File: src/rtl/otp_pkg.sv
package otp_pkg;
    localparam int GUARD_BIT  = 1;
    localparam int SECURE_BIT = 2;
endpackage

File: src/rtl/otp_busy_timer.sv
module otp_busy_timer #(
    parameter int CYCLES = 4
) (
    input  logic clk,
    input  logic rst_n,
    input  logic start,
    output logic busy,
    output logic done
);
    localparam int CW = (CYCLES > 1) ? $clog2(CYCLES) : 1;

    typedef struct packed {
        logic          run;
        logic [CW-1:0] cnt;
    } tmr_t;

    tmr_t t_d, t_q;

    assign busy = t_q.run;
    assign done = t_q.run && (t_q.cnt == '0);

    always_comb begin
        t_d = t_q;
        if (start) begin
            t_d.run = 1'b1;
            t_d.cnt = CW'(CYCLES - 1);
        end else if (done) begin
            t_d.run = 1'b0;
        end else if (t_q.run) begin
            t_d.cnt = t_q.cnt - 1'b1;
        end
    end

    always_ff @(posedge clk) begin
        if (!rst_n) t_q <= '0;
        else        t_q <= t_d;
    end
endmodule

File: src/rtl/otp_req_check.sv
module otp_req_check #(
    parameter int NUM_WORDS = 4,
    parameter int IDX_W     = 3
) (
    input  logic [IDX_W-1:0] idx,
    input  logic             clear_secure,
    input  logic             guard_intact,
    input  logic             secure_intact,
    output logic             fault
);
    localparam logic [IDX_W-1:0] LOCK_IDX = IDX_W'(NUM_WORDS);

    always_comb begin
        if (idx < LOCK_IDX)
            fault = !guard_intact;
        else if (idx == LOCK_IDX)
            fault = !guard_intact && clear_secure && secure_intact;
        else
            fault = 1'b1;
    end
endmodule

File: src/rtl/otp_protection_reg.sv
module otp_protection_reg #(
    parameter int WORD_W     = 16,
    parameter int NUM_WORDS  = 4,
    parameter int PRG_CYCLES = 4,
    parameter int IDX_W      = $clog2(NUM_WORDS + 1)
) (
    input  logic                        clk,
    input  logic                        rst_n,
    input  logic                        req_valid,
    input  logic [IDX_W-1:0]            req_index,
    input  logic [WORD_W-1:0]           req_data,
    input  logic                        err_clr,
    output logic                        busy,
    output logic                        prot_err,
    output logic [NUM_WORDS*WORD_W-1:0] user_bits,
    output logic [WORD_W-1:0]           lock_bits,
    output logic                        secure_locked
);
    import otp_pkg::*;

    typedef struct packed {
        logic [NUM_WORDS-1:0][WORD_W-1:0] words;
        logic                             guard;
        logic                             secure;
        logic                             err;
        logic [IDX_W-1:0]                 pend_idx;
        logic [WORD_W-1:0]                pend_data;
    } otp_st_t;

    otp_st_t st_d, st_q;
    logic    accept, fault, start, done;

    otp_req_check #(.NUM_WORDS(NUM_WORDS), .IDX_W(IDX_W)) i_check (
        .idx          (req_index),
        .clear_secure (!req_data[SECURE_BIT]),
        .guard_intact (st_q.guard),
        .secure_intact(st_q.secure),
        .fault        (fault)
    );

    otp_busy_timer #(.CYCLES(PRG_CYCLES)) i_timer (
        .clk  (clk),
        .rst_n(rst_n),
        .start(start),
        .busy (busy),
        .done (done)
    );

    assign accept = req_valid && !busy;
    assign start  = accept && !fault;

    always_comb begin
        st_d = st_q;
        if (err_clr) st_d.err = 1'b0;
        if (accept && fault) st_d.err = 1'b1;
        if (start) begin
            st_d.pend_idx  = req_index;
            st_d.pend_data = req_data;
        end
        if (done) begin
            for (int i = 0; i < NUM_WORDS; i++) begin
                if (st_q.pend_idx == IDX_W'(i))
                    st_d.words[i] = st_q.words[i] & st_q.pend_data;
            end
            if (st_q.pend_idx == IDX_W'(NUM_WORDS)) begin
                st_d.guard  = st_q.guard  & st_q.pend_data[GUARD_BIT];
                st_d.secure = st_q.secure & st_q.pend_data[SECURE_BIT];
            end
        end
    end

    always_ff @(posedge clk) begin
        if (!rst_n) begin
            st_q.words     <= '1;
            st_q.guard     <= 1'b1;
            st_q.secure    <= 1'b1;
            st_q.err       <= 1'b0;
            st_q.pend_idx  <= '0;
            st_q.pend_data <= '1;
        end else begin
            st_q <= st_d;
        end
    end

    generate
        for (genvar b = 0; b < WORD_W; b++) begin : g_lock
            if (b == GUARD_BIT) begin : g_guard
                assign lock_bits[b] = st_q.guard;
            end else if (b == SECURE_BIT) begin : g_sec
                assign lock_bits[b] = st_q.secure;
            end else begin : g_fix
                assign lock_bits[b] = 1'b1;
            end
        end
    endgenerate

    assign user_bits     = st_q.words;
    assign prot_err      = st_q.err;
    assign secure_locked = !st_q.secure;
endmodule

File: config.mk
export PLATFORM = sky130hd
export DESIGN_NAME = otp_protection_reg
export DESIGN_NICKNAME = d
export VERILOG_FILES = /design/src/rtl/otp_pkg.sv /design/src/rtl/otp_busy_timer.sv /design/src/rtl/otp_req_check.sv /design/src/rtl/otp_protection_reg.sv
export SDC_FILE = /design/constraint.sdc
export NUM_CORES = 1
export LEC_CHECK = 0
export ABC_CLOCK_PERIOD_IN_PS = 1800
export BUFFER_PORTS_ARGS = -buffer_cell sky130_fd_sc_hd__buf_2
export CAP_MARGIN = 10
export CORE_MARGIN = 3
export CORE_UTILIZATION = 35
export DETAILED_ROUTE_END_ITERATION = 12
export GPL_TIMING_DRIVEN = 0
export PLACE_DENSITY = 0.63
export SLEW_MARGIN = 20
export SYNTH_ARGS = -nofsm -noshare
export SYNTH_HDL_FRONTEND = slang
export SYNTH_SLANG_ARGS = --single-unit
File: constraint.sdc
create_clock -name clk -period 1.8 [get_ports clk]
set_input_delay 0.09 -clock clk [delete_from_list [all_inputs] [get_ports clk]]
set_output_delay 0.09 -clock clk [all_outputs]
set_load 0.01 [all_outputs]
==> key figures, run 1 <==
Global routing
  • Overall routing resource usage: 15.1%
  • First-pass GRT wire length: 13.6 mm
  • Total grt overflow: 0
  • Largest net degree at the start of global routing: 15
  • Vias in the first global route: 2725
  • Initial antenna violation count: 0

Timing
  • F_max: 605 MHz
  • Clk_skew: 9.35 ps
  • Final Setup Violations: 0
  • Worst-Margin Slew: 525 ps
  • Slew Viols, Final: 0
  • Relative slew slack: 65.0%
  • Post-layout min period: 1650 ps
  • Setup ws final: 146 ps
  • Final hold viol count: 0
  • Total negative slack: 0 ps
  • Hold_ws: 13.0 ps
  • Tcrit/Tclk final: 91.9%

Logic synthesis
  • Synth Cell Area: 0.00366 mm^2
  • Adder-Cell Fraction of Synth Area: 0.342%
  • Synth top cells by count: dfxtp_1, buf_4, nand2_1, o21ai_0, nor2b_1
  • Largest family of logic cells by synthesized area: buffers and inverters
  • Synth Instances: 404
  • Post-synthesis mux area share: 5.19%
  • Syn. warnings: 0
  • Mean Syn Cell Area: 9.07 um^2
  • Compound-gate portion of the synthesized area: 10.3%
  • Sequential element share of the synthesized area: 48.6%
  • Synth area leader: dfxtp_1
  • Synth Area in Simple Gates: 16.1%
  • Yosys cell types: 27
  • Prevailing post-synth register cell: dfxtp_1
  • Largest cells by area after synthesis: dfxtp_1, buf_4, o21ai_0
  • Xor/xnor cell area share of the yosys netlist: 0.239%
  • Post-synthesis register bit count: 89
  • Post-synth EDFFs: 0
  • Share of the synthesized area in the top cell type: 48.6%
  • Asr flop ratio synth: 0%
  • Most common cell in the synthesized netlist: dfxtp_1

Worst setup path
  • Gate family responsible for the most delay along the worst path: simple AND/OR/NAND/NOR gates
  • Crit path cell chain: inv_1 > ha_1 > and4b_1 > nand2_1 > buf_2 > o21ai_0 > nand2_1
  • WS Path Type: flop to flop
  • Most used cell along the critical path: nand2_1
  • CP max-delay cell: dfxtp_1
  • Worst path bufs/invs: 2
  • CP endpoint kind: flop
  • Worst setup SP type: flop
  • FF-to-FF setup slack: 150 ps
  • Arrival time worst endpoint: 1870 ps
  • Worst Path Required: 2020 ps
  • Largest stage delay, worst path: 300 ps
  • CP max FO: 10

Die
  • Die Y: 108 um
  • Initial Util: 36.8%
  • # IOs: 106
  • DIE AREA: 0.0117 mm^2
  • Die width: 108 um
  • Core footprint: 0.00995 mm^2
  • Row count: 36

Route
  • DR WL/cell: 13.0 um
  • Drt total wl: 8.63 mm
  • Via Count: 2898
  • First DRT Iteration DRCs: 103
  • Vias per cell: 4.36
  • Final ANT Viol Nets: 0
  • DRC viols: 0
  • Detailed Routing Iterations Pass 1: 4

Layout
  • # diodes: 0
  • Final std cells w/o fill: 664
  • Final nets: 550
  • Share of cells above drive strength 1: 37.3%
  • Area grow syn2layout: 26.7%
  • Final core utilization: 46.6%
  • Design area: 0.00464 mm^2

Placement
  • PortBufs: 90
  • Dpl ws: 15.0 ps
  • Placed insts: 640
  • Final GP Congestion: 0.748
  • Placed Area: 0.00433 mm^2
  • Half-perimeter wire length after placement: 6.37 mm

Clocking
  • Post-CTS setup buffers: 0
  • Root buf cell: clkbuf_8
  • H-tree Lvls: 3
  • Clock Sinks: 89
  • CTS tree: done
  • TritonCTS Buffers: 9
  • Worst-path clk slew: 80 ps
  • Clock Tree Buf Depth: 2
  • Clk_lat worst skew: 360 ps

Run
  • Max Cap Violations: 0

Pwr
  • Leakage Power: 1.88 nW
  • Power Total: 3.88 mW
  • Worst vdd ir: 0.000438 V
  • PD cells: 835 mW/mm^2

Min path
  • Hold Crit Class: input port to flop

Outcome
  • Status: complete, no violations
[cells by family after synthesis]
kind of cell	count (synthesis)
AND/OR/NAND/NOR	119
buffers and inverters	101
flip-flops	89
AO/OA/AOI/OAI	73
multiplexers	19
adder cells (fa/ha/maj)	1
other	1
XOR/XNOR	1
[routing by layer]
layer	wire [um]	share of wire [%]	track usage, %	vias to the layer above
met4	121	1.4	5.68	0
met1	4070	47	20.0	1339
met2	3890	45	24.1	87
met5	0	0	0	-
li1	-	-	-	1460
met3	547	6.3	3.10	12
[final timing paths]
kind | from | endpoint | cells past startpoint
max | i_timer.t_q[0] | user_bits[62] | 7
min | req_data[12] | st_q[12] | 3
max reg2reg | i_timer.t_q[0] | user_bits[62] | 7
min reg2reg | user_bits[38] | user_bits[38] | 2
[layout make-up]
class,instances,area (um^2)
clock buffer,12,145
tap,133,166
sequential,89,1780
clock inverter,4,76.3
buffer,98,689
fill,996,5310
timing repair buffer,98,531
multi-input combinational,227,1240
inverter,3,11.3
[placed cells by master, fill, tap and decap left out, drive strengths merged, types with 3 or more instances in the layout]
| cell | netlist | routed |
|---|---|---|
| o21ai | 67 | 67 |
| dlygate4sd3 | 0 | 8 |
| nor2b | 32 | 32 |
| nand2 | 74 | 74 |
| conb | 1 | 14 |
| buf | 84 | 175 |
| mux2i | 19 | 19 |
| o21a | 4 | 4 |
| dfxtp | 89 | 89 |
| inv | 3 | 3 |
| clkbuf | 14 | 25 |
[registers in the layout (all words and copies together), names as in the netlist]
| name | flops |
|---|---|
| st_q | 19 |
| user_bits | 64 |
| i_timer.busy | 1 |
| prot_err | 1 |
| lock_bits | 2 |
| i_timer.t_q | 2 |
[repair_timing]
item | 4_1_cts | 5_1_grt
hold buffers | 8 | 0
gates resized for setup | 0 | 10
setup endpoints to repair | 0 | 29
hold endpoints to repair | 8 | 0
[worst register-to-register path, delay by kind of cell (launching register included)]
family	cells	cell delay, ps
flip-flops	1	300
adder cells (fa/ha/maj)	1	220
buffers and inverters	2	340
AND/OR/NAND/NOR	3	470
AO/OA/AOI/OAI	1	200
[report_power, final]
part | total, mW | switching (mW) | internal, mW
Combinational | 0.293 | 0.150 | 0.142
Clock | 1.53 | 0.702 | 0.824
Sequential | 2.06 | 0.0486 | 2.01
Total | 3.88 | 0.901 | 2.98
Power figures use the tool's default switching activity.
==> run 2, diff against run 1 <==
--- a/config.mk
+++ b/config.mk
@@ -12,8 +12,9 @@
 export CORE_UTILIZATION = 35
 export DETAILED_ROUTE_END_ITERATION = 12
 export GPL_TIMING_DRIVEN = 0
-export PLACE_DENSITY = 0.63
+export PLACE_DENSITY = 0.62
 export SLEW_MARGIN = 20
 export SYNTH_ARGS = -nofsm -noshare
 export SYNTH_HDL_FRONTEND = slang
+export SYNTH_HIERARCHICAL = 1
 export SYNTH_SLANG_ARGS = --single-unit
==> key figures, run 2 <==
Logic synthesis
  • Syn. warnings: 6 (was 0)
  • Synth Instances: 403 (was 404)
  • Largest family of logic cells by synthesized area: simple AND/OR/NAND/NOR gates (was buffers and inverters)
  • Asr flop ratio synth: 0% (unchanged)
  • Post-synthesis register bit count: 89 (unchanged)
  • Prevailing post-synth register cell: dfxtp_1 (unchanged)
  • Yosys cell types: 35 (was 27)
  • Compound-gate portion of the synthesized area: 11.0% (was 10.3%)
  • Xor/xnor cell area share of the yosys netlist: 0% (was 0.239%)
  • Most common cell in the synthesized netlist: dfxtp_1 (unchanged)
  • Synth top cells by count: dfxtp_1, nor2b_1, buf_4, a21oi_1, mux2i_1 (was dfxtp_1, buf_4, nand2_1, o21ai_0, nor2b_1)
  • Synth Area in Simple Gates: 19.8% (was 16.1%)
  • Share of the synthesized area in the top cell type: 45.0% (was 48.6%)
  • Largest cells by area after synthesis: dfxtp_1, buf_4, nor2b_1 (was dfxtp_1, buf_4, o21ai_0)
  • Synth Cell Area: 0.00396 mm^2 (was 0.00366 mm^2)
  • Adder-Cell Fraction of Synth Area: 0.316% (was 0.342%)
  • Sequential element share of the synthesized area: 45.0% (was 48.6%)
  • Post-synthesis mux area share: 4.80% (was 5.19%)
  • Mean Syn Cell Area: 9.82 um^2 (was 9.07 um^2)
  • Post-synth EDFFs: 0 (unchanged)
  • Synth area leader: dfxtp_1 (unchanged)

Clocking
  • H-tree Lvls: 3 (unchanged)
  • Worst-path clk slew: 60 ps (was 80 ps)
  • Root buf cell: clkbuf_16 (was clkbuf_8)
  • Clk_lat worst skew: 330 ps (was 360 ps)
  • Clock Tree Buf Depth: 2 (unchanged)
  • TritonCTS Buffers: 9 (unchanged)
  • CTS tree: done (unchanged)
  • Hold-fix buffers at CTS: 0 (was 8)
  • Clock Sinks: 89 (unchanged)

Layout
  • Number of flip-flops in the largest register: 64 (unchanged)
  • Most frequent cells in the layout: buf_2, dfxtp_1, nor2b_1, buf_4, a21oi_1 (was buf_2, dfxtp_1, buf_4, nand2_1, o21ai_0)
  • Area grow syn2layout: 25.4% (was 26.7%)
  • Final nets: 543 (was 550)
  • Final std cells w/o fill: 663 (was 664)
  • FILL cells: 1088 (was 996)
  • Commonest non-fill, non-tap cell in the layout: buf_2 (unchanged)
  • Share of cells above drive strength 1: 41.1% (was 37.3%)
  • # diodes: 0 (unchanged)

Worst setup path
  • Arrival time worst endpoint: 1850 ps (was 1870 ps)
  • FF-to-FF setup slack: 140 ps (was 150 ps)
  • CP max-delay cell: dfxtp_1 (unchanged)
  • Worst Path Required: 1990 ps (was 2020 ps)
  • FF-to-FF Start: i_timer/t_q[0] (was i_timer.t_q[0])
  • Reg-to-Reg End: user_bits[17] (was user_bits[62])
  • Largest stage delay, worst path: 310 ps (was 300 ps)
  • CP endpoint kind: flop (unchanged)
  • Crit path cell chain: inv_1 > ha_2 > and2_4 > nor4bb_4 > buf_4 > buf_6 > a21oi_1 (was inv_1 > ha_1 > and4b_1 > nand2_1 > buf_2 > o21ai_0 > nand2_1)
  • Worst setup SP type: flop (unchanged)
  • WS Path Type: flop to flop (unchanged)
  • R2R cell count: 7 (unchanged)
  • CP max FO: 10 (unchanged)

Timing
  • Unrepaired setup endpoints after global routing: no
  • Final hold viol count: 0 (unchanged)
  • Relative slew slack: 60.7% (was 65.0%)
  • F_max: 603 MHz (was 605 MHz)
  • Setup ws final: 143 ps (was 146 ps)
  • Clk_skew: 4.90 ps (was 9.35 ps)
  • Worst-Margin Slew: 589 ps (was 525 ps)
  • Final Setup Violations: 0 (unchanged)
  • Post-layout min period: 1660 ps (was 1650 ps)
  • Total negative slack: 0 ps (unchanged)
  • Slew Viols, Final: 0 (unchanged)
  • Hold_ws: 13.0 ps (about the same)
  • Tcrit/Tclk final: 92.1% (was 91.9%)

Route
  • DRC viols: 0 (unchanged)
  • Final ANT Viol Nets: 0 (unchanged)
  • First DRT Iteration DRCs: 83 (was 103)
  • Via Count: 2810 (was 2898)
  • Detailed Routing Iterations Pass 1: 4 (unchanged)
  • Vias per cell: 4.24 (was 4.36)
  • DR WL/cell: 13.2 um (was 13.0 um)
  • Drt total wl: 8.73 mm (was 8.63 mm)

Min path
  • Hold Crit Class: input port to flop (unchanged)
  • Hold path endpoint: st_q[16] (was st_q[12])
  • WHS Path Cells: 3 (unchanged)
  • Hold_sp: req_index[0] (was req_data[12])

Global routing
  • First-pass GRT wire length: 14.0 mm (was 13.6 mm)
  • Vias in the first global route: 2796 (was 2725)
  • Overall routing resource usage: 14.0% (was 15.1%)
  • Largest net degree at the start of global routing: 15 (unchanged)
  • Total grt overflow: 0 (unchanged)
  • Initial antenna violation count: 0 (unchanged)

Die
  • Die Y: 112 um (was 108 um)
  • # IOs: 106 (unchanged)
  • Die width: 112 um (was 108 um)
  • Row count: 38 (was 36)
  • DIE AREA: 0.0126 mm^2 (was 0.0117 mm^2)
  • Initial Util: 36.2% (was 36.8%)
  • Core footprint: 0.0109 mm^2 (was 0.00995 mm^2)

Placement
  • PortBufs: 91 (was 90)
  • Half-perimeter wire length after placement: 6.51 mm (was 6.37 mm)
  • Dpl ws: -45.1 ps (was 15.0 ps)
  • Placed insts: 647 (was 640)
  • Final GP Congestion: 0.746 (was 0.748)

Outcome
  • Status: complete, no violations (unchanged)

Run
  • Max Cap Violations: 0 (unchanged)

Pwr
  • PD cells: 851 mW/mm^2 (was 835 mW/mm^2)
  • Worst vdd ir: 0.000366 V (was 0.000438 V)
  • Leakage Power: 1.99 nW (was 1.88 nW)
run 2: cell types whose count changed in the layout (fill, tap and decap cells not counted), moves of 4 or more:
cell,before,now
a21oi_1,1,52
a21oi_2,1,13
and2b_1,1,11
buf_4,80,84
clkbuf_16,0,9
clkbuf_8,10,2
dlygate4sd3_1,8,0
nand2_1,73,6
nor2b_1,32,86
o21ai_0,61,1
o21ai_1,6,1
run 2: routing by layer:
| metal | vias to the layer above | global-route usage (%) | share of wire [%] |
|---|---|---|---|
| li1 | 1452 | - | - |
| met4 | 0 | 5.69 | 1.6 |
| met5 | - | 0 | 0 |
| met2 | 64 | 22.1 | 46 |
| met3 | 11 | 3.13 | 4.2 |
| met1 | 1283 | 18.6 | 48 |
run 2: worst max-delay path by stage:
| stage | slack, ps | endpoint | start | cells past startpoint |
|---|---|---|---|---|
| floorplan | 320 | user_bits[18] | i_timer/t_q[0] | 7 |
| global placement | 100 | user_bits[20] | i_timer/t_q[0] | 7 |
| detailed placement | -50 | user_bits[17] | i_timer/t_q[0] | 7 |
| CTS | 40 | user_bits[17] | i_timer/t_q[0] | 7 |
| global route | 60 | user_bits[17] | i_timer/t_q[0] | 7 |
| finish | 140 | user_bits[17] | i_timer/t_q[0] | 7 |
run 2: what timing repair did:
item	in CTS	in global routing
endpoints found under the setup margin	10	20
setup buffers	0	1
resized for setup	3	2
run 2: cell families (layout without fill, tap and decap cells):
group / after synthesis / count (layout)
AND/OR/NAND/NOR: 116 / 116
buffers and inverters: 104 / 211
flip-flops: 89 / 89
AO/OA/AOI/OAI: 73 / 73
multiplexers: 19 / 19
adder cells (fa/ha/maj): 1 / 1
other: 1 / 14
run 2: area by class of cell:
cell class                 instances  area (um^2)  area share, %
clock inverter                     2         37.5          0.756
inverter                           4         15.0          0.302
timing repair buffer              92          463           9.32
clock buffer                      13          260           5.24
buffer                           100          742           14.9
tap                              140          175           3.53
multi-input combinational        223         1490           30.0
sequential                        89         1780           35.9
run 2: through the flow:
| stage | util [%] | total power, mW | instance area [um^2] |
|---|---|---|---|
| floorplan | - | 2.30 | 4010 |
| finish | 45.4 | 4.23 | 4970 |
| global route | 45.4 | 4.38 | 4970 |
| global placement | 42.4 | 2.38 | 4640 |
| detailed placement | 42.4 | 2.39 | 4640 |
| CTS | 45.2 | 4.26 | 4950 |
run 2: power by group:
part / switching (mW) / internal [mW]
sequential: 0.0238 / 2.01
clock: 0.729 / 1.14
combinational: 0.159 / 0.158
run 2: worst max-delay path: cells and delay by family, from the launching register on:
kind / cells / cell delay [ps]
AOI/OAI and AO/OA: 1 / 80
adders and majority gates: 1 / 230
and+or+nand+nor: 2 / 460
DFF: 1 / 310
buffers and inverters: 3 / 430
